===== src/rtl/cfg_chain_pkg.sv =====
package cfg_chain_pkg;
  typedef enum logic [1:0] {
    PH_SEARCH = 2'd0,
    PH_LENGTH = 2'd1,
    PH_OWN    = 2'd2,
    PH_FWD    = 2'd3
  } cfg_phase_e;
endpackage


===== src/rtl/cfg_hdr_det.sv =====
module cfg_hdr_det #(
  parameter int          LEN_W    = 24,
  parameter int          PRE_W    = 4,
  parameter logic [3:0]  PRE_PAT  = 4'b0010
) (
  input  logic             clk,
  input  logic             rst_n,
  input  logic             din,
  input  logic             search_en,
  input  logic             len_en,
  output logic             pre_hit,
  output logic             len_last,
  output logic             len_valid,
  output logic [LEN_W-1:0] len_q
);
  localparam int LC_W = $clog2(LEN_W);

  logic [PRE_W-1:0] win_q, win_d;
  logic [LEN_W-1:0] len_sr_q, len_sr_d;
  logic [LC_W-1:0]  lcnt_q, lcnt_d;
  logic             lval_q, lval_d;
  logic [PRE_W-1:0] win_next;

  assign win_next = {win_q[PRE_W-2:0], din};
  assign pre_hit  = search_en && (win_next == PRE_PAT[PRE_W-1:0]);
  assign len_last = len_en && (lcnt_q == LC_W'(LEN_W-1));

  always_comb begin
    win_d    = win_q;
    len_sr_d = len_sr_q;
    lcnt_d   = lcnt_q;
    lval_d   = lval_q;
    if (search_en) win_d = win_next;
    if (len_en) begin
      len_sr_d = {len_sr_q[LEN_W-2:0], din};
      lcnt_d   = lcnt_q + 1'b1;
      if (len_last) lval_d = 1'b1;
    end
  end

  always_ff @(posedge clk or negedge rst_n) begin
    if (!rst_n) begin
      win_q    <= '1;
      len_sr_q <= '0;
      lcnt_q   <= '0;
      lval_q   <= 1'b0;
    end else begin
      win_q    <= win_d;
      len_sr_q <= len_sr_d;
      lcnt_q   <= lcnt_d;
      lval_q   <= lval_d;
    end
  end

  assign len_valid = lval_q;
  assign len_q     = len_sr_q;

  assert_len_frozen_R2: assert property (@(posedge clk) disable iff (!rst_n)
    lval_q |=> $stable(len_sr_q));
endmodule


===== src/rtl/cfg_frame_col.sv =====
module cfg_frame_col #(
  parameter int FRAME_BITS    = 8,
  parameter int FRAMES_NEEDED = 4
) (
  input  logic                  clk,
  input  logic                  rst_n,
  input  logic                  din,
  input  logic                  en,
  output logic                  last_done,
  output logic                  frame_valid,
  output logic [FRAME_BITS-1:0] frame_data
);
  localparam int BC_W = (FRAME_BITS > 1) ? $clog2(FRAME_BITS) : 1;
  localparam int FC_W = $clog2(FRAMES_NEEDED + 1);

  logic                  busy_q, busy_d;
  logic [BC_W-1:0]       bcnt_q, bcnt_d;
  logic [FC_W-1:0]       fcnt_q, fcnt_d;
  logic [FRAME_BITS-1:0] sh_q, sh_d;
  logic                  vld_q, vld_d;
  logic                  bit_last;

  assign bit_last  = busy_q && (bcnt_q == BC_W'(FRAME_BITS-1));
  assign last_done = en && bit_last && (fcnt_q == FC_W'(FRAMES_NEEDED-1));

  always_comb begin
    busy_d = busy_q;
    bcnt_d = bcnt_q;
    fcnt_d = fcnt_q;
    sh_d   = sh_q;
    vld_d  = 1'b0;
    if (en) begin
      if (!busy_q) begin
        if (!din) begin
          busy_d = 1'b1;
          bcnt_d = '0;
        end
      end else begin
        sh_d = {sh_q[FRAME_BITS-2:0], din};
        if (bit_last) begin
          busy_d = 1'b0;
          vld_d  = 1'b1;
          fcnt_d = fcnt_q + 1'b1;
        end else begin
          bcnt_d = bcnt_q + 1'b1;
        end
      end
    end
  end

  always_ff @(posedge clk or negedge rst_n) begin
    if (!rst_n) begin
      busy_q <= 1'b0;
      bcnt_q <= '0;
      fcnt_q <= '0;
      sh_q   <= '0;
      vld_q  <= 1'b0;
    end else begin
      busy_q <= busy_d;
      bcnt_q <= bcnt_d;
      fcnt_q <= fcnt_d;
      sh_q   <= sh_d;
      vld_q  <= vld_d;
    end
  end

  assign frame_valid = vld_q;
  assign frame_data  = sh_q;

  assert_single_pulse_R5: assert property (@(posedge clk) disable iff (!rst_n)
    vld_q |=> !vld_q);
  assert_frame_bound_R6: assert property (@(posedge clk) disable iff (!rst_n)
    fcnt_q <= FC_W'(FRAMES_NEEDED));
endmodule


===== src/rtl/cfg_startup_tmr.sv =====
module cfg_startup_tmr #(
  parameter int LEN_W   = 24,
  parameter int REL_DLY = 2
) (
  input  logic             clk,
  input  logic             rst_n,
  input  logic             len_valid,
  input  logic [LEN_W-1:0] len_q,
  output logic             done,
  output logic             io_rel
);
  logic [LEN_W-1:0]   cnt_q, cnt_d;
  logic               done_q, done_d;
  logic [REL_DLY-1:0] rel_q, rel_d;

  always_comb begin
    cnt_d  = (cnt_q == '1) ? cnt_q : cnt_q + 1'b1;
    done_d = done_q | (len_valid && (cnt_d == len_q));
    rel_d  = {rel_q[REL_DLY-2:0], done_q};
  end

  always_ff @(posedge clk or negedge rst_n) begin
    if (!rst_n) begin
      cnt_q  <= '0;
      done_q <= 1'b0;
      rel_q  <= '0;
    end else begin
      cnt_q  <= cnt_d;
      done_q <= done_d;
      rel_q  <= rel_d;
    end
  end

  assign done   = done_q;
  assign io_rel = rel_q[REL_DLY-1];

  assert_done_sticky_R7: assert property (@(posedge clk) disable iff (!rst_n)
    done_q |=> done_q);
  assert_done_needs_len_R7: assert property (@(posedge clk) disable iff (!rst_n)
    done_q |-> len_valid);
  assert_rel_after_done_R8: assert property (@(posedge clk) disable iff (!rst_n)
    io_rel |-> done_q);
endmodule


===== src/rtl/cfg_chain_rx.sv =====
module cfg_chain_rx
  import cfg_chain_pkg::*;
#(
  parameter int FRAME_BITS    = 8,
  parameter int FRAMES_NEEDED = 4,
  parameter int LEN_W         = 24
) (
  input  logic                  cfg_clk,
  input  logic                  prog_n,
  input  logic                  cfg_din,
  output logic                  cfg_dout,
  output logic                  frame_valid,
  output logic [FRAME_BITS-1:0] frame_data,
  output logic                  startup_done,
  output logic                  io_release
);
  logic [1:0]  rsync_q;
  logic        rst_n;
  cfg_phase_e  ph_q, ph_d;
  logic        dout_q, dout_d;
  logic        pre_hit, len_last, len_valid, last_done;
  logic [LEN_W-1:0] len_q;

  always_ff @(posedge cfg_clk or negedge prog_n) begin
    if (!prog_n) rsync_q <= 2'b00;
    else         rsync_q <= {rsync_q[0], 1'b1};
  end
  assign rst_n = rsync_q[1];

  cfg_hdr_det #(.LEN_W(LEN_W), .PRE_W(4), .PRE_PAT(4'b0010)) hdr_i (
    .clk(cfg_clk), .rst_n(rst_n), .din(cfg_din),
    .search_en(ph_q == PH_SEARCH), .len_en(ph_q == PH_LENGTH),
    .pre_hit(pre_hit), .len_last(len_last),
    .len_valid(len_valid), .len_q(len_q)
  );

  cfg_frame_col #(.FRAME_BITS(FRAME_BITS), .FRAMES_NEEDED(FRAMES_NEEDED)) col_i (
    .clk(cfg_clk), .rst_n(rst_n), .din(cfg_din), .en(ph_q == PH_OWN),
    .last_done(last_done), .frame_valid(frame_valid), .frame_data(frame_data)
  );

  cfg_startup_tmr #(.LEN_W(LEN_W), .REL_DLY(2)) tmr_i (
    .clk(cfg_clk), .rst_n(rst_n), .len_valid(len_valid), .len_q(len_q),
    .done(startup_done), .io_rel(io_release)
  );

  always_comb begin
    ph_d = ph_q;
    case (ph_q)
      PH_SEARCH: if (pre_hit)   ph_d = PH_LENGTH;
      PH_LENGTH: if (len_last)  ph_d = PH_OWN;
      PH_OWN:    if (last_done) ph_d = PH_FWD;
      default:   ph_d = PH_FWD;
    endcase
    dout_d = (ph_q == PH_OWN) ? 1'b1 : cfg_din;
  end

  always_ff @(posedge cfg_clk or negedge rst_n) begin
    if (!rst_n) begin
      ph_q   <= PH_SEARCH;
      dout_q <= 1'b1;
    end else begin
      ph_q   <= ph_d;
      dout_q <= dout_d;
    end
  end

  assign cfg_dout = dout_q;

  assert_len_after_mark_R1: assert property (@(posedge cfg_clk) disable iff (!rst_n)
    (ph_q == PH_LENGTH) |-> ($past(ph_q) == PH_SEARCH || $past(ph_q) == PH_LENGTH));
  assert_no_frame_in_header_R5: assert property (@(posedge cfg_clk) disable iff (!rst_n)
    (ph_q == PH_SEARCH || ph_q == PH_LENGTH) |-> !frame_valid);
endmodule


===== config.mk =====
export PLATFORM = sky130hd
export DESIGN_NAME = cfg_chain_rx
export DESIGN_NICKNAME = d
export VERILOG_FILES = /design/src/rtl/cfg_chain_pkg.sv /design/src/rtl/cfg_hdr_det.sv /design/src/rtl/cfg_frame_col.sv /design/src/rtl/cfg_startup_tmr.sv /design/src/rtl/cfg_chain_rx.sv
export SDC_FILE = /design/constraint.sdc
export NUM_CORES = 1
export LEC_CHECK = 0
export CAP_MARGIN = 20
export CORE_ASPECT_RATIO = 2
export CORE_MARGIN = 2
export CORE_UTILIZATION = 65
export DETAILED_ROUTE_END_ITERATION = 16
export DONT_BUFFER_PORTS = 1
export PLACE_DENSITY = 0.91
export RECOVER_POWER = 25
export SLEW_MARGIN = 20
export SYNTH_ARGS = -nofsm -noshare
export SYNTH_HDL_FRONTEND = slang
export SYNTH_HIERARCHICAL = 1
export SYNTH_SLANG_ARGS = --single-unit

===== constraint.sdc =====
create_clock -name cfg_clk -period 5.5 [get_ports cfg_clk]
set_input_delay 0.825 -clock cfg_clk [delete_from_list [all_inputs] [get_ports cfg_clk]]
set_output_delay 0.825 -clock cfg_clk [all_outputs]
set_load 0.005 [all_outputs]

; After elaboration in Yosys (flattened, before gate mapping)
; Cells that the tools add are included.
[totals]
regBits = 81
inputBits = 3
output_inout_bits = 12
[classes]
add_sub_neg = 4
n_eq_ne = 13
muxes = 15
n_bitwise = 1
reduce_logical = 12
[ops]
columns = operator, n
row1 = $add 24x1->24 const B, 1
row2 = $eq 24x24->1, 1
row3 = $eq 24x24->1 const B, 1
row4 = $mux 24, 1
row5 = $mux 3, 3
row6 = $reduce_and 3->1, 3
row7 = $ne 2x2->1 const B, 4
row8 = $mux 1, 7
row9 = $add 3x1->3 const B, 2
row10 = $logic_and 1x1->1, 6
row11 = $mux 2, 3
row12 = $pmux 2 s3, 1
row13 = $add 5x1->5 const B, 1
row14 = $eq 5x5->1 const B, 1
row15 = $eq 4x2->1 const B, 1
row16 = $reduce_and 2->1, 2
row17 = $eq 3x2->1 const B, 1
row18 = $eq 3x3->1 const B, 1
row19 = $eq 2x1->1 const B, 1
row20 = $eq 2x2->1 const B, 1
row21 = $logic_not 2->1, 1
row22 = $ne 2x1->1 const B, 1
row23 = $or 1x1->1, 1

; Logic depth before layout (Yosys ltp)
; Gate-level depths: netlist (run 1).
[logic_depth]
ltp_word = 6
depth_mapped = 10
mapped_depth_nobuf = 9

; Modules after synthesis
; Netlist (run 1), hierarchy kept.
[by_module_without_submodules]
columns = module, instances, cells_per_inst, area_each_um2
row1 = cfg_startup_tmr, 1, 220, 1965.6
row2 = cfg_hdr_det, 1, 77, 1262.5
row3 = cfg_frame_col, 1, 50, 688.2
row4 = cfg_chain_rx, 1, 15, 191.4

; Worst setup path before layout (run 1)
; No wires, ideal clock.
[synth_timing]
kind = flip-flop to flip-flop
startpoint = reg tmr_i.cnt_q[0]
endpoint = reg tmr_i.done_q (netlist: tmr_i/done)
setup_time_ns = 0.067
arrival_ns = 2.334
required_ns = 5.433
setup_slack_ns = 3.100
path_stages_with_launch = 11
period_less_slack_ns = 2.400
cell_sequence = dfrtp_1 -> ha_1 -> nand2_1 -> nor4_4 -> a21oi_4 -> and4_1 -> buf_6 -> xnor2_2 -> nor2_1 -> a2111oi_1 -> a41o_1
[synth_between]
elab_chain_cells = 5
[synth_lines]
columns = item, line
row1 = from (decl), cfg_startup_tmr.sv:12  ; logic [LEN_W-1:0] cnt_q, cnt_d;
row2 = from (signal assigned), cfg_startup_tmr.sv:28  ; cnt_q <= cnt_d;
row3 = $add 24x1->24 or $eq 24x24->1 (tied branches), cfg_startup_tmr.sv:17  ; cnt_d = (cnt_q == '1) ? cnt_q : cnt_q + 1'b1;
row4 = $mux 24 *, cfg_startup_tmr.sv:17
row5 = $eq 24x24->1 *, cfg_startup_tmr.sv:18  ; done_d = done_q | (len_valid && (cnt_d == len_q));
row6 = $logic_and 1x1->1 *, cfg_startup_tmr.sv:18
row7 = $or 1x1->1 *, cfg_startup_tmr.sv:18
row8 = net tmr_i.done_d, cfg_startup_tmr.sv:13  ; logic done_q, done_d;
row9 = to (signal assigned), cfg_startup_tmr.sv:29  ; done_q <= done_d;
row10 = to (decl), cfg_startup_tmr.sv:13
; The timed path passes the listed nets; every way through them passes the cells marked *.
; A chain may end at the register's enable or synchronous reset.

; Final worst setup path (run 1)
[layout_timing]
startpoint = reg tmr_i.cnt_q[12]
endpoint = reg tmr_i.done_q (netlist: tmr_i/done)
; Same word-level chain as after synthesis.

==> results of run 1 <==
-- through the flow --
step	area [um^2]	util [%]	power, mW	hold WS, ns
after floorplan	4110	-	0.867	0.331
after global placement	4170	67.2	0.892	0.342
after detailed placement	4170	67.2	0.921	0.336
after CTS	4460	71.9	1.50	0.179
after global routing	4490	72.3	1.56	0.177
final	4490	72.3	1.49	0.189
-- final cells by class --
type	instances	area, um^2	share of cell area [%]
timing repair buffer	2	35.0	0.781
clock buffer	14	254	5.66
tap	86	108	2.40
multi-input combinational	267	2000	44.6
sequential	81	2030	45.3
clock inverter	2	37.5	0.837
inverter	5	18.8	0.418
-- Yosys cell counts, types with 7 or more instances --
library cell and instances:
sky130_fd_sc_hd__xnor2_1 20, sky130_fd_sc_hd__dfrtp_1 77, sky130_fd_sc_hd__xor2_1 23, sky130_fd_sc_hd__nand4_1 14
sky130_fd_sc_hd__nand2_1 26, sky130_fd_sc_hd__nor2_1 23, sky130_fd_sc_hd__nand3_1 13, sky130_fd_sc_hd__mux2_2 29
sky130_fd_sc_hd__mux2_1 8, sky130_fd_sc_hd__a21oi_1 7, sky130_fd_sc_hd__nor3_1 7, sky130_fd_sc_hd__o21ai_0 16
-- worst max-delay path, stage by stage (launching register included) --
cell and delay [ns]:
sky130_fd_sc_hd__dfrtp_1 0.49, sky130_fd_sc_hd__nand4_1 0.33, sky130_fd_sc_hd__nor4b_4 0.66, sky130_fd_sc_hd__and2_1 0.33, sky130_fd_sc_hd__nand2_1 0.10, sky130_fd_sc_hd__a311oi_1 0.45, sky130_fd_sc_hd__nand4_1 0.17, sky130_fd_sc_hd__nor4_1 0.33
sky130_fd_sc_hd__a41o_1 0.21
-- power groups by stage --
| stage | clock, mW | combinational, mW | sequential [mW] |
|---|---|---|---|
| finish | 0.579 | 0.179 | 0.734 |
| floorplan | 0 | 0.141 | 0.727 |
| detailed placement | 0 | 0.170 | 0.751 |
| CTS | 0.589 | 0.173 | 0.742 |
| global placement | 0 | 0.148 | 0.744 |
| global route | 0.612 | 0.199 | 0.746 |
-- metal layers --
| layer | vias to the layer above | global-route usage, % | part of all wire [%] |
|---|---|---|---|
| met1 | 1392 | 35.5 | 41 |
| met5 | - | 0 | 0 |
| li1 | 1314 | - | - |
| met4 | 0 | 15.4 | 3.3 |
| met3 | 24 | 5.09 | 4.1 |
| met2 | 82 | 42.3 | 51 |
-- kinds of logic (layout without fill, tap and decap cells) --
kind of cell,count (synthesis),after routing,synth area share [%]
AO/OA/AOI/OAI,53,53,9.14
flip-flops,81,81,49.5
multiplexers,39,39,10.6
adder cells (fa/ha/maj),6,6,1.83
buffers and inverters,14,23,1.89
other,1,1,0.0913
XOR/XNOR,45,45,10.1
AND/OR/NAND/NOR,123,123,16.8
-- worst max-delay path by stage --
| stage | cells past startpoint | to | slack, ns | from |
|---|---|---|---|---|
| 4_1_cts | 8 | tmr_i/done$_DFF_PN0_ | 2.44 | tmr_i/cnt_q[12]$_DFF_PN0_ |
| 2_1_floorplan | 0 | col_i/bcnt_q[0]$_DFFE_PN0P_ | 3.08 | rsync_q[1]$_DFF_PN0_ |
| 3_5_place_dp | 8 | tmr_i/done$_DFF_PN0_ | 2.51 | tmr_i/cnt_q[12]$_DFF_PN0_ |
| 3_3_place_gp | 8 | tmr_i/done$_DFF_PN0_ | 2.51 | tmr_i/cnt_q[12]$_DFF_PN0_ |
| 5_1_grt | 8 | tmr_i/done$_DFF_PN0_ | 2.22 | tmr_i/cnt_q[12]$_DFF_PN0_ |
| 6_report | 8 | tmr_i/done$_DFF_PN0_ | 2.35 | tmr_i/cnt_q[12]$_DFF_PN0_ |
-- flip-flops by register name (all words and copies together), names as in the netlist --
signal             count
col_i/bcnt_q           3
hdr_i/lcnt_q           5
ph_q                   2
tmr_i/rel_q            2
col_i/fcnt_q           3
hdr_i/len_q           24
hdr_i/win_q            3
tmr_i/cnt_q           24
hdr_i/len_valid        1
tmr_i/done             1
col_i/frame_data       8
cfg_dout               1
rsync_q                2
col_i/frame_valid      1
col_i/busy_q           1
==> reports/summary.json, run 1 <==
{
  "status": {"value": "finished, final reports clean"},
  "cts_resized": {"value": 0},
  "layout_worst_path_cycle_share": {"value": 57.3, "unit": "%"},
  "switching_share": {"value": 24.4, "unit": "%"},
  "setup_violations": {"value": 0},
  "synth_seq_area_share": {"value": 49.5, "unit": "%"},
  "buffer_ports.inserted": {"value": 0},
  "pwr-share-comb": {"value": 12.0, "unit": "%"},
  "powerDensity": {"value": 333, "unit": "nW/um^2"},
  "area_delta_synth_final": {"value": 9.20, "unit": "%"},
  "postSynth.topFlopCell": {"value": "sky130_fd_sc_hd__dfrtp_1"},
  "insertedDiodeCount": {"value": 0},
  "clockBufferDepth": {"value": 2},
  "global_route.overflow_total": {"value": 0},
  "remaining_drc_errors": {"value": 0},
  "max_slew_margin": {"value": 35.6, "unit": "%"},
  "post_drt_wl_per_cell": {"value": 18.7, "unit": "um"},
  "share_seq_of_total_power": {"value": 49.2, "unit": "%"},
  "timing_worst_slew_pin_value": {"value": 0.967, "unit": "ns"},
  "synth_enable_flop_cells": {"value": 0},
  "worst-endpoint-required": {"value": 5.77, "unit": "ns"},
  "worst_skew_late_latency": {"value": 0.33, "unit": "ns"},
  "globalRouteTotalUtil": {"value": 27.3, "unit": "%"},
  "post_cts.repair.setup_buffers": {"value": 0},
  "setup_total_negative_slack": {"value": 0, "unit": "ns"},
  "cp.arrival": {"value": 3.42, "unit": "ns"},
  "finalNetCount": {"value": 375},
  "postLayoutSetupSlackWorst": {"value": 2.35, "unit": "ns"},
  "most_common_library_cell_in_the_layout_ignoring_fill_and_taps": {"value": "sky130_fd_sc_hd__dfrtp_1"},
  "netlist.area_leader.share": {"value": 46.9, "unit": "%"},
  "vdd_drop_max": {"value": 0.331, "unit": "mV"},
  "syn-cell-area": {"value": 4110, "unit": "um^2"},
  "static-leakage-power": {"value": 1.95, "unit": "nW"},
  "grt_start_max_net_pins": {"value": 80},
  "antenna_left": {"value": 0},
  "power.share.clock": {"value": 38.8, "unit": "%"},
  "crit_type": {"value": "register to register"},
  "die-area": {"value": 7010, "unit": "um^2"},
  "hp-class": {"value": "input pin to async pin"},
  "design.portCount": {"value": 15},
  "gpl.final_weighted_congestion": {"value": 0.920},
  "worst-r2r-setup-slack": {"value": 2.35, "unit": "ns"},
  "synth.area.top_cells": {"value": "sky130_fd_sc_hd__dfrtp_1, sky130_fd_sc_hd__mux2_2, sky130_fd_sc_hd__xor2_1"},
  "power.switching": {"value": 0.364, "unit": "mW"},
  "cts_root_buffer": {"value": "sky130_fd_sc_hd__clkbuf_16"},
  "grt_setup_unrepaired": {"value": "no"},
  "vias_per_cell": {"value": 6.15},
  "yosys_cell_types": {"value": 62},
  "final_hold_viol_count": {"value": 0},
  "cell_internal_pwr": {"value": 1.13, "unit": "mW"},
  "die_w": {"value": 60.2, "unit": "um"},
  "yosysWarnings": {"value": 6},
  "route.vias.total": {"value": 2812},
  "max-cap-violations": {"value": 0},
  "worst_clock_skew": {"value": 0.00495, "unit": "ns"},
  "post_layout_nonfiller_instances": {"value": 457},
  "regToRegStartpoint": {"value": "tmr_i/cnt_q[12]$_DFF_PN0_"},
  "timing_max_transition_violations_final": {"value": 0},
  "cts.clk_slew.worst_paths": {"value": 0.06, "unit": "ns"},
  "syn_nets": {"value": 371},
  "netlist.top_cell.by_area": {"value": "sky130_fd_sc_hd__dfrtp_1"},
  "r2r.worst_path.cells": {"value": 8},
  "first_global_vias": {"value": 2931},
  "dp.cells": {"value": 440},
  "wire_length_reported_by_the_detailed_router": {"value": 8.54, "unit": "mm"},
  "place_ws": {"value": 2.51, "unit": "ns"},
  "syn_avg_cell_area": {"value": 11.3, "unit": "um^2"},
  "timing.final.crit_period": {"value": 3.15, "unit": "ns"},
  "timing.critical_path.from_type": {"value": "register"},
  "core_area": {"value": 6210, "unit": "um^2"},
  "cp_endpoint_kind": {"value": "register"},
  "tritoncts": {"value": "built"},
  "ctsHoldBuffers": {"value": 0},
  "initial_utilization": {"value": 66.2, "unit": "%"},
  "hpwl": {"value": 5.91, "unit": "mm"},
  "mostFrequentLayoutCells": {"value": "sky130_fd_sc_hd__dfrtp_1, sky130_fd_sc_hd__mux2_2, sky130_fd_sc_hd__nand2_1"},
  "cts_buffers": {"value": 9},
  "cts-htree-levels": {"value": 3},
  "maxClockFrequency": {"value": 317, "unit": "MHz"},
  "cp_max_fo": {"value": 10},
  "layout_filler_cell_count": {"value": 441},
  "synthArstFlopShare": {"value": 100, "unit": "%"},
  "timing.rr.end": {"value": "tmr_i/done$_DFF_PN0_"},
  "post_synthesis_cell_count": {"value": 362},
  "grt_pass1_wl": {"value": 14.0, "unit": "mm"},
  "first_iter_violations": {"value": 199},
  "clock_sink_count": {"value": 81},
  "grt_antenna_before_repair": {"value": 0},
  "drive_above_1_share": {"value": 17.0, "unit": "%"},
  "synth.ff_latch_count": {"value": 81},
  "detail_route.first_pass.iterations": {"value": 4},
  "die_h": {"value": 116, "unit": "um"},
  "standard_cell_row_count": {"value": 41}
}
Power figures use the tool's default switching activity.
==> inputs of run 2 (changes only) <==
- CORE_UTILIZATION: 65 -> 63
- PLACE_DENSITY: 0.91 -> 0.89
- clock period: 5.5 -> 3.3 ns (I/O delays scaled with it)
==> reports/summary.json, run 2 (synthesized netlist as in run 1, its figures left out) <==
{
  "cell_internal_pwr": {"value": 1.79, "unit": "mW", "change": "was 1.13 mW"},
  "max-cap-violations": {"value": 0, "change": "unchanged"},
  "worst_clock_skew": {"value": 0.00706, "unit": "ns", "change": "was 0.00495 ns"},
  "post-route-util": {"value": 71.2, "unit": "%", "change": "was 72.3%"},
  "timing.final.crit_period": {"value": 3.03, "unit": "ns", "change": "was 3.15 ns"},
  "hp-class": {"value": "input pin to register", "change": "was input pin to async pin"},
  "cts.clk_slew.worst_paths": {"value": 0.06, "unit": "ns", "change": "about the same"},
  "worst_skew_late_latency": {"value": 0.34, "unit": "ns", "change": "was 0.33 ns"},
  "worst-endpoint-required": {"value": 3.57, "unit": "ns", "change": "was 5.77 ns"},
  "initial_utilization": {"value": 65.1, "unit": "%", "change": "was 66.2%"},
  "powerDensity": {"value": 543, "unit": "nW/um^2", "change": "was 333 nW/um^2"},
  "remaining_drc_errors": {"value": 0, "change": "unchanged"},
  "buffer_ports.inserted": {"value": 0, "change": "unchanged"},
  "layout_filler_cell_count": {"value": 454, "change": "was 441"},
  "die-area": {"value": 7220, "unit": "um^2", "change": "was 7010 um^2"},
  "detail_route.first_pass.iterations": {"value": 5, "change": "was 4"},
  "grt_antenna_before_repair": {"value": 0, "change": "unchanged"},
  "final_hold_viol_count": {"value": 0, "change": "unchanged"},
  "clock_sink_count": {"value": 81, "change": "unchanged"},
  "cts_resized": {"value": 0, "change": "unchanged"},
  "wire_length_reported_by_the_detailed_router": {"value": 9.47, "unit": "mm", "change": "was 8.54 mm"},
  "globalRouteTotalUtil": {"value": 29.5, "unit": "%", "change": "was 27.3%"},
  "timing_worst_slew_pin_value": {"value": 1.34, "unit": "ns", "change": "was 0.967 ns"},
  "timing_max_transition_violations_final": {"value": 0, "change": "unchanged"},
  "die_h": {"value": 118, "unit": "um", "change": "was 116 um"},
  "vias_per_cell": {"value": 6.19, "change": "was 6.15"},
  "power.share.clock": {"value": 37.8, "unit": "%", "change": "was 38.8%"},
  "met3_usage": {"value": 5.58, "unit": "%", "change": "was 5.09%"},
  "most_common_library_cell_in_the_layout_ignoring_fill_and_taps": {"value": "sky130_fd_sc_hd__dfrtp_1", "change": "unchanged"},
  "share_seq_of_total_power": {"value": 50.3, "unit": "%", "change": "was 49.2%"},
  "layout_worst_path_cycle_share": {"value": 91.7, "unit": "%", "change": "was 57.3%"},
  "grt_most_used_layer": {"value": "met2", "change": "unchanged"},
  "grtUsageMet2": {"value": 51.5, "unit": "%", "change": "was 42.3%"},
  "max_slew_margin": {"value": 10.6, "unit": "%", "change": "was 35.6%"},
  "vdd_drop_max": {"value": 0.446, "unit": "mV", "change": "was 0.331 mV"},
  "cts-htree-levels": {"value": 3, "change": "unchanged"},
  "cp_endpoint_kind": {"value": "register", "change": "unchanged"},
  "insertedDiodeCount": {"value": 0, "change": "unchanged"},
  "grt_setup_unrepaired": {"value": "no", "change": "unchanged"},
  "area_delta_synth_final": {"value": 9.38, "unit": "%", "change": "was 9.20%"},
  "static-leakage-power": {"value": 1.97, "unit": "nW", "change": "was 1.95 nW"},
  "first_iter_violations": {"value": 224, "change": "was 199"},
  "power.switching": {"value": 0.655, "unit": "mW", "change": "was 0.364 mW"},
  "hpwl": {"value": 6.77, "unit": "mm", "change": "was 5.91 mm"},
  "first_global_vias": {"value": 3035, "change": "was 2931"},
  "switching_share": {"value": 26.8, "unit": "%", "change": "was 24.4%"},
  "cp_max_fo": {"value": 10, "change": "unchanged"},
  "cp.arrival": {"value": 3.30, "unit": "ns", "change": "was 3.42 ns"},
  "drive_above_1_share": {"value": 18.6, "unit": "%", "change": "was 17.0%"},
  "gpl.final_weighted_congestion": {"value": 0.947, "change": "was 0.920"},
  "grt_pass1_wl": {"value": 15.4, "unit": "mm", "change": "was 14.0 mm"},
  "grt_use_met1": {"value": 33.1, "unit": "%", "change": "was 35.5%"},
  "status": {"value": "finished, final reports clean", "change": "unchanged"},
  "setup_total_negative_slack": {"value": 0, "unit": "ns", "change": "unchanged"},
  "fin_worst_hold_slack": {"value": 0.264, "unit": "ns", "change": "was 0.189 ns"},
  "grt_start_max_net_pins": {"value": 80, "change": "unchanged"},
  "cts_root_buffer": {"value": "sky130_fd_sc_hd__clkbuf_16", "change": "unchanged"},
  "timing.critical_path.from_type": {"value": "register", "change": "unchanged"},
  "clockBufferDepth": {"value": 2, "change": "unchanged"},
  "crit_type": {"value": "register to register", "change": "unchanged"},
  "post_drt_wl_per_cell": {"value": 20.4, "unit": "um", "change": "was 18.7 um"},
  "global_route.overflow_total": {"value": 0, "change": "unchanged"},
  "mostFrequentLayoutCells": {"value": "sky130_fd_sc_hd__dfrtp_1, sky130_fd_sc_hd__mux2_2, sky130_fd_sc_hd__nand2_1", "change": "unchanged"},
  "antenna_left": {"value": 0, "change": "unchanged"},
  "die_w": {"value": 61.1, "unit": "um", "change": "was 60.2 um"},
  "design.portCount": {"value": 15, "change": "unchanged"},
  "tritoncts": {"value": "built", "change": "unchanged"},
  "pwr-share-comb": {"value": 11.9, "unit": "%", "change": "was 12.0%"},
  "maxClockFrequency": {"value": 331, "unit": "MHz", "change": "was 317 MHz"},
  "core_area": {"value": 6310, "unit": "um^2", "change": "was 6210 um^2"},
  "cts_buffers": {"value": 9, "change": "unchanged"},
  "route.vias.total": {"value": 2867, "change": "was 2812"},
  "setup_violations": {"value": 0, "change": "unchanged"},
  "standard_cell_row_count": {"value": 41, "change": "unchanged"},
  "finalNetCount": {"value": 381, "change": "was 375"}
}
## run 2: worst paths after layout
path / start / endpoint / slack [ns] / cells after the start
max in group asynchronous: rsync_q[1]$_DFF_PN0_ / hdr_i/len_q[21]$_DFFE_PN0P_ / 1.04 / 1
min reg2reg: tmr_i/rel_q[0]$_DFF_PN0_ / tmr_i/rel_q[1]$_DFF_PN0_ / 0.35 / 0
max reg2reg: tmr_i/cnt_q[12]$_DFF_PN0_ / tmr_i/done$_DFF_PN0_ / 0.27 / 8
min in group asynchronous: prog_n / rsync_q[1]$_DFF_PN0_ / 0.39 / 1
min: cfg_din / cfg_dout$_DFF_PN1_ / 0.26 / 1
max: tmr_i/cnt_q[12]$_DFF_PN0_ / tmr_i/done$_DFF_PN0_ / 0.27 / 8
## run 2: through the flow
stage	cell area, um^2	std cells	setup slack, ns	total power, mW
5_1_grt	4490	463	0.120	2.55
2_1_floorplan	4110	362	0.884	1.45
3_5_place_dp	4210	445	0.388	1.53
6_report	4490	463	0.275	2.44
4_1_cts	4490	462	0.390	2.45
3_3_place_gp	4210	445	0.421	1.50
## run 2: area by class of cell
type	instances	area, um^2	area share [%]
clock buffer	11	233	5.18
clock inverter	5	41.3	0.919
tap	86	108	2.39
multi-input combinational	267	2000	44.5
sequential	81	2030	45.2
inverter	5	18.8	0.418
timing repair buffer	8	60.1	1.34
## run 2: worst max-delay path: stages, from the launching register on
cell and delay, ns:
sky130_fd_sc_hd__dfrtp_1 0.48, sky130_fd_sc_hd__nand4_1 0.33, sky130_fd_sc_hd__nor4b_4 0.63, sky130_fd_sc_hd__and2_1 0.34, sky130_fd_sc_hd__nand2_1 0.10, sky130_fd_sc_hd__a311oi_1 0.40
sky130_fd_sc_hd__nand4_1 0.17, sky130_fd_sc_hd__nor4_1 0.32, sky130_fd_sc_hd__a41o_1 0.19
## run 2: metal layers
layer	share of wire [%]	vias up	wire length, um
li1	-	1319	-
met1	35	1426	3320
met2	57	90	5410
met3	3.6	32	344
met4	4.2	0	399
met5	0	-	0
## run 2: timing repair
action | CTS | global route
hold buffers | 1 | 0
setup buffers | 0 | 0
hold endpoints to repair | 2 | 0
## run 2: power groups by stage
stage | sequential, mW | combinational [mW] | clock, mW
after floorplan | 1.21 | 0.234 | 0
after global placement | 1.25 | 0.248 | 0
after detailed placement | 1.26 | 0.274 | 0
after CTS | 1.24 | 0.279 | 0.930
after global routing | 1.24 | 0.322 | 0.982
final | 1.23 | 0.289 | 0.923
==> inputs of run 3 (changes only) <==
- CORE_UTILIZATION: 63 -> 39
- PLACE_DENSITY: 0.89 -> 0.63
==> reports/summary.json, run 3 (synthesized netlist as in run 1, its figures left out) <==
{
  "status": {"value": "finished, final reports clean", "change": "unchanged"},
  "regToRegStartpoint": {"value": "tmr_i/cnt_q[0]$_DFF_PN0_", "change": "was tmr_i/cnt_q[12]$_DFF_PN0_"},
  "cts.clk_slew.worst_paths": {"value": 0.06, "unit": "ns", "change": "about the same"},
  "mostFrequentLayoutCells": {"value": "sky130_fd_sc_hd__dfrtp_1, sky130_fd_sc_hd__mux2_2, sky130_fd_sc_hd__nand2_1", "change": "unchanged"},
  "worst-r2r-setup-slack": {"value": 0.17, "unit": "ns", "change": "was 0.27 ns"},
  "global_route.overflow_total": {"value": 0, "change": "unchanged"},
  "crit_buf_inv": {"value": 1, "change": "was 0"},
  "placed_area": {"value": 4270, "unit": "um^2", "change": "was 4210 um^2"},
  "core_area": {"value": 10400, "unit": "um^2", "change": "was 6310 um^2"},
  "crit_chain": {"value": "ha_1 > nand2_1 > nor4_4 > buf_4 > a21oi_4 > and4_1 > a31oi_1 > nand4_1 > nor4_1 > a41o_1", "change": "was nand4_1 > nor4b_4 > and2_1 > nand2_1 > a311oi_1 > nand4_1 > nor4_1 > a41o_1"},
  "die_h": {"value": 149, "unit": "um", "change": "was 118 um"},
  "timing.critical_path.slowest_cell_delay": {"value": 0.47, "unit": "ns", "change": "was 0.63 ns"},
  "grt_pass1_wl": {"value": 15.6, "unit": "mm", "change": "was 15.4 mm"},
  "tritoncts": {"value": "built", "change": "unchanged"},
  "first_global_vias": {"value": 3053, "change": "was 3035"},
  "initial_utilization": {"value": 39.5, "unit": "%", "change": "was 65.1%"},
  "post_drt_wl_per_cell": {"value": 18.3, "unit": "um", "change": "was 20.4 um"},
  "gpl.final_weighted_congestion": {"value": 0.935, "change": "was 0.947"},
  "most_common_library_cell_in_the_layout_ignoring_fill_and_taps": {"value": "sky130_fd_sc_hd__dfrtp_1", "change": "unchanged"},
  "grt_antenna_before_repair": {"value": 0, "change": "unchanged"},
  "area_delta_synth_final": {"value": 12.0, "unit": "%", "change": "was 9.38%"},
  "crit_type": {"value": "register to register", "change": "unchanged"},
  "cell_internal_pwr": {"value": 1.80, "unit": "mW", "change": "was 1.79 mW"},
  "cpLargestDelayFamily": {"value": "simple AND/OR/NAND/NOR gates", "change": "unchanged"},
  "clockBufferDepth": {"value": 2, "change": "unchanged"},
  "drive_above_1_share": {"value": 19.9, "unit": "%", "change": "was 18.6%"},
  "globalRouteTotalUtil": {"value": 18.2, "unit": "%", "change": "was 29.5%"},
  "max_slew_margin": {"value": 9.18, "unit": "%", "change": "was 10.6%"},
  "antenna_left": {"value": 0, "change": "unchanged"},
  "design_area": {"value": 4600, "unit": "um^2", "change": "was 4490 um^2"},
  "final_hold_viol_count": {"value": 0, "change": "unchanged"},
  "worst_skew_late_latency": {"value": 0.33, "unit": "ns", "change": "was 0.34 ns"},
  "worst_clock_skew": {"value": 0.00575, "unit": "ns", "change": "was 0.00706 ns"},
  "cp.arrival": {"value": 3.40, "unit": "ns", "change": "was 3.30 ns"},
  "timing_worst_slew_pin_value": {"value": 1.36, "unit": "ns", "change": "was 1.34 ns"},
  "switching_share": {"value": 26.0, "unit": "%", "change": "was 26.8%"},
  "setup_violations": {"value": 0, "change": "unchanged"},
  "worst-endpoint-required": {"value": 3.57, "unit": "ns", "change": "about the same"},
  "timing.rr.end": {"value": "tmr_i/done$_DFF_PN0_", "change": "unchanged"},
  "cts_resized": {"value": 0, "change": "unchanged"},
  "cp_max_fo": {"value": 8, "change": "was 10"},
  "layout_filler_cell_count": {"value": 995, "change": "was 454"},
  "vias_per_cell": {"value": 5.46, "change": "was 6.19"},
  "hpwl": {"value": 7.09, "unit": "mm", "change": "was 6.77 mm"},
  "timing.critical_path.from_type": {"value": "register", "change": "unchanged"},
  "r2r.worst_path.cells": {"value": 10, "change": "was 8"},
  "wire_length_reported_by_the_detailed_router": {"value": 9.50, "unit": "mm", "change": "was 9.47 mm"},
  "die-area": {"value": 11400, "unit": "um^2", "change": "was 7220 um^2"},
  "hold_end": {"value": "cfg_dout$_DFF_PN1_", "change": "unchanged"},
  "first_iter_violations": {"value": 154, "change": "was 224"},
  "cp_endpoint_kind": {"value": "register", "change": "unchanged"},
  "maxClockFrequency": {"value": 319, "unit": "MHz", "change": "was 331 MHz"},
  "hp-start": {"value": "cfg_din", "change": "unchanged"},
  "cts-htree-levels": {"value": 3, "change": "unchanged"},
  "setup_total_negative_slack": {"value": 0, "unit": "ns", "change": "unchanged"},
  "grt_start_max_net_pins": {"value": 80, "change": "unchanged"},
  "p_total": {"value": 2.43, "unit": "mW", "change": "was 2.44 mW"},
  "cts_buffers": {"value": 9, "change": "unchanged"},
  "die_w": {"value": 76.6, "unit": "um", "change": "was 61.1 um"},
  "max-cap-violations": {"value": 0, "change": "unchanged"},
  "route.vias.total": {"value": 2836, "change": "was 2867"},
  "insertedDiodeCount": {"value": 0, "change": "unchanged"},
  "design.portCount": {"value": 15, "change": "unchanged"},
  "powerDensity": {"value": 529, "unit": "nW/um^2", "change": "was 543 nW/um^2"},
  "detail_route.first_pass.iterations": {"value": 4, "change": "was 5"},
  "clock_sink_count": {"value": 81, "change": "unchanged"},
  "cts_root_buffer": {"value": "sky130_fd_sc_hd__clkbuf_16", "change": "unchanged"},
  "standard_cell_row_count": {"value": 53, "change": "was 41"},
  "vdd_drop_max": {"value": 0.423, "unit": "mV", "change": "was 0.446 mV"},
  "buffer_ports.inserted": {"value": 0, "change": "unchanged"},
  "finalNetCount": {"value": 386, "change": "was 381"},
  "timing.critical_path.slowest_stage_cell": {"value": "sky130_fd_sc_hd__dfrtp_1", "change": "was sky130_fd_sc_hd__nor4b_4"},
  "hold_path_depth": {"value": 1, "change": "unchanged"},
  "layout_worst_path_cycle_share": {"value": 94.9, "unit": "%", "change": "was 91.7%"},
  "remaining_drc_errors": {"value": 0, "change": "unchanged"},
  "power.share.clock": {"value": 38.4, "unit": "%", "change": "was 37.8%"},
  "static-leakage-power": {"value": 1.99, "unit": "nW", "change": "was 1.97 nW"},
  "grt_setup_unrepaired": {"value": "no", "change": "unchanged"},
  "pwr-share-comb": {"value": 11.5, "unit": "%", "change": "was 11.9%"},
  "timing_max_transition_violations_final": {"value": 0, "change": "unchanged"},
  "share_seq_of_total_power": {"value": 50.1, "unit": "%", "change": "was 50.3%"},
  "timing.final.crit_period": {"value": 3.13, "unit": "ns", "change": "was 3.03 ns"},
  "hp-class": {"value": "input pin to register", "change": "unchanged"},
  "power.switching": {"value": 0.634, "unit": "mW", "change": "was 0.655 mW"}
}
-- run 3: cell count changes in the layout (fill, tap and decap cells not counted), sizes merged --
cell and delta:
clkinv -3, buf +5, clkinvlp +3
-- run 3: final cells by class --
class	instances	area, um^2	area share, %
timing repair buffer	13	97.6	2.12
clock buffer	11	243	5.27
tap	137	171	3.72
multi-input combinational	267	2000	43.5
sequential	81	2030	44.2
clock inverter	5	38.8	0.843
inverter	5	18.8	0.408
-- run 3: what timing repair did --
item                                   4_1_cts  5_1_grt
setup endpoints to repair                    0        1
endpoints found under the hold margin        2        0
setup buffers                                0        5
hold buffers                                 1        0
-- run 3: power groups by stage --
stage / Clock [mW] / Sequential [mW] / Combinational (mW)
floorplan: 0 / 1.21 / 0.234
global placement: 0 / 1.25 / 0.256
detailed placement: 0 / 1.26 / 0.269
CTS: 0.970 / 1.24 / 0.271
global route: 1.01 / 1.24 / 0.319
finish: 0.935 / 1.22 / 0.279
-- run 3: metrics by stage --
stage | cells | worst slack, ns | utilization (%) | hold slack (ns)
2_1_floorplan | 362 | 0.884 | - | 0.199
3_3_place_gp | 496 | 0.116 | 41.0 | 0.199
3_5_place_dp | 496 | 0.101 | 41.0 | 0.199
4_1_cts | 513 | 0.0798 | 43.8 | 0.255
5_1_grt | 519 | 0.0791 | 44.2 | 0.257
6_report | 519 | 0.167 | 44.2 | 0.270
-- run 3: worst max-delay path by stage --
| stage | from | to | slack (ns) | cells after the start |
|---|---|---|---|---|
| final | tmr_i/cnt_q[0]$_DFF_PN0_ | tmr_i/done$_DFF_PN0_ | 0.17 | 10 |
| after global routing | tmr_i/cnt_q[0]$_DFF_PN0_ | tmr_i/done$_DFF_PN0_ | 0.08 | 10 |
| after CTS | tmr_i/cnt_q[0]$_DFF_PN0_ | tmr_i/done$_DFF_PN0_ | 0.08 | 9 |
| after detailed placement | tmr_i/cnt_q[0]$_DFF_PN0_ | tmr_i/done$_DFF_PN0_ | 0.10 | 9 |
| after global placement | tmr_i/cnt_q[0]$_DFF_PN0_ | tmr_i/done$_DFF_PN0_ | 0.12 | 9 |
| after floorplan | rsync_q[1]$_DFF_PN0_ | col_i/bcnt_q[0]$_DFFE_PN0P_ | 0.88 | 0 |
-- run 3: metal layers --
| layer | part of all wire, % | vias up | global-route usage, % | routed length (um) |
|---|---|---|---|---|
| met2 | 54 | 61 | 33.3 | 5170 |
| met3 | 2.3 | 41 | 2.78 | 223 |
| met4 | 9.1 | 0 | 16.5 | 867 |
| met5 | 0 | - | 0 | 0 |
| li1 | - | 1335 | - | - |
| met1 | 34 | 1399 | 17.1 | 3240 |
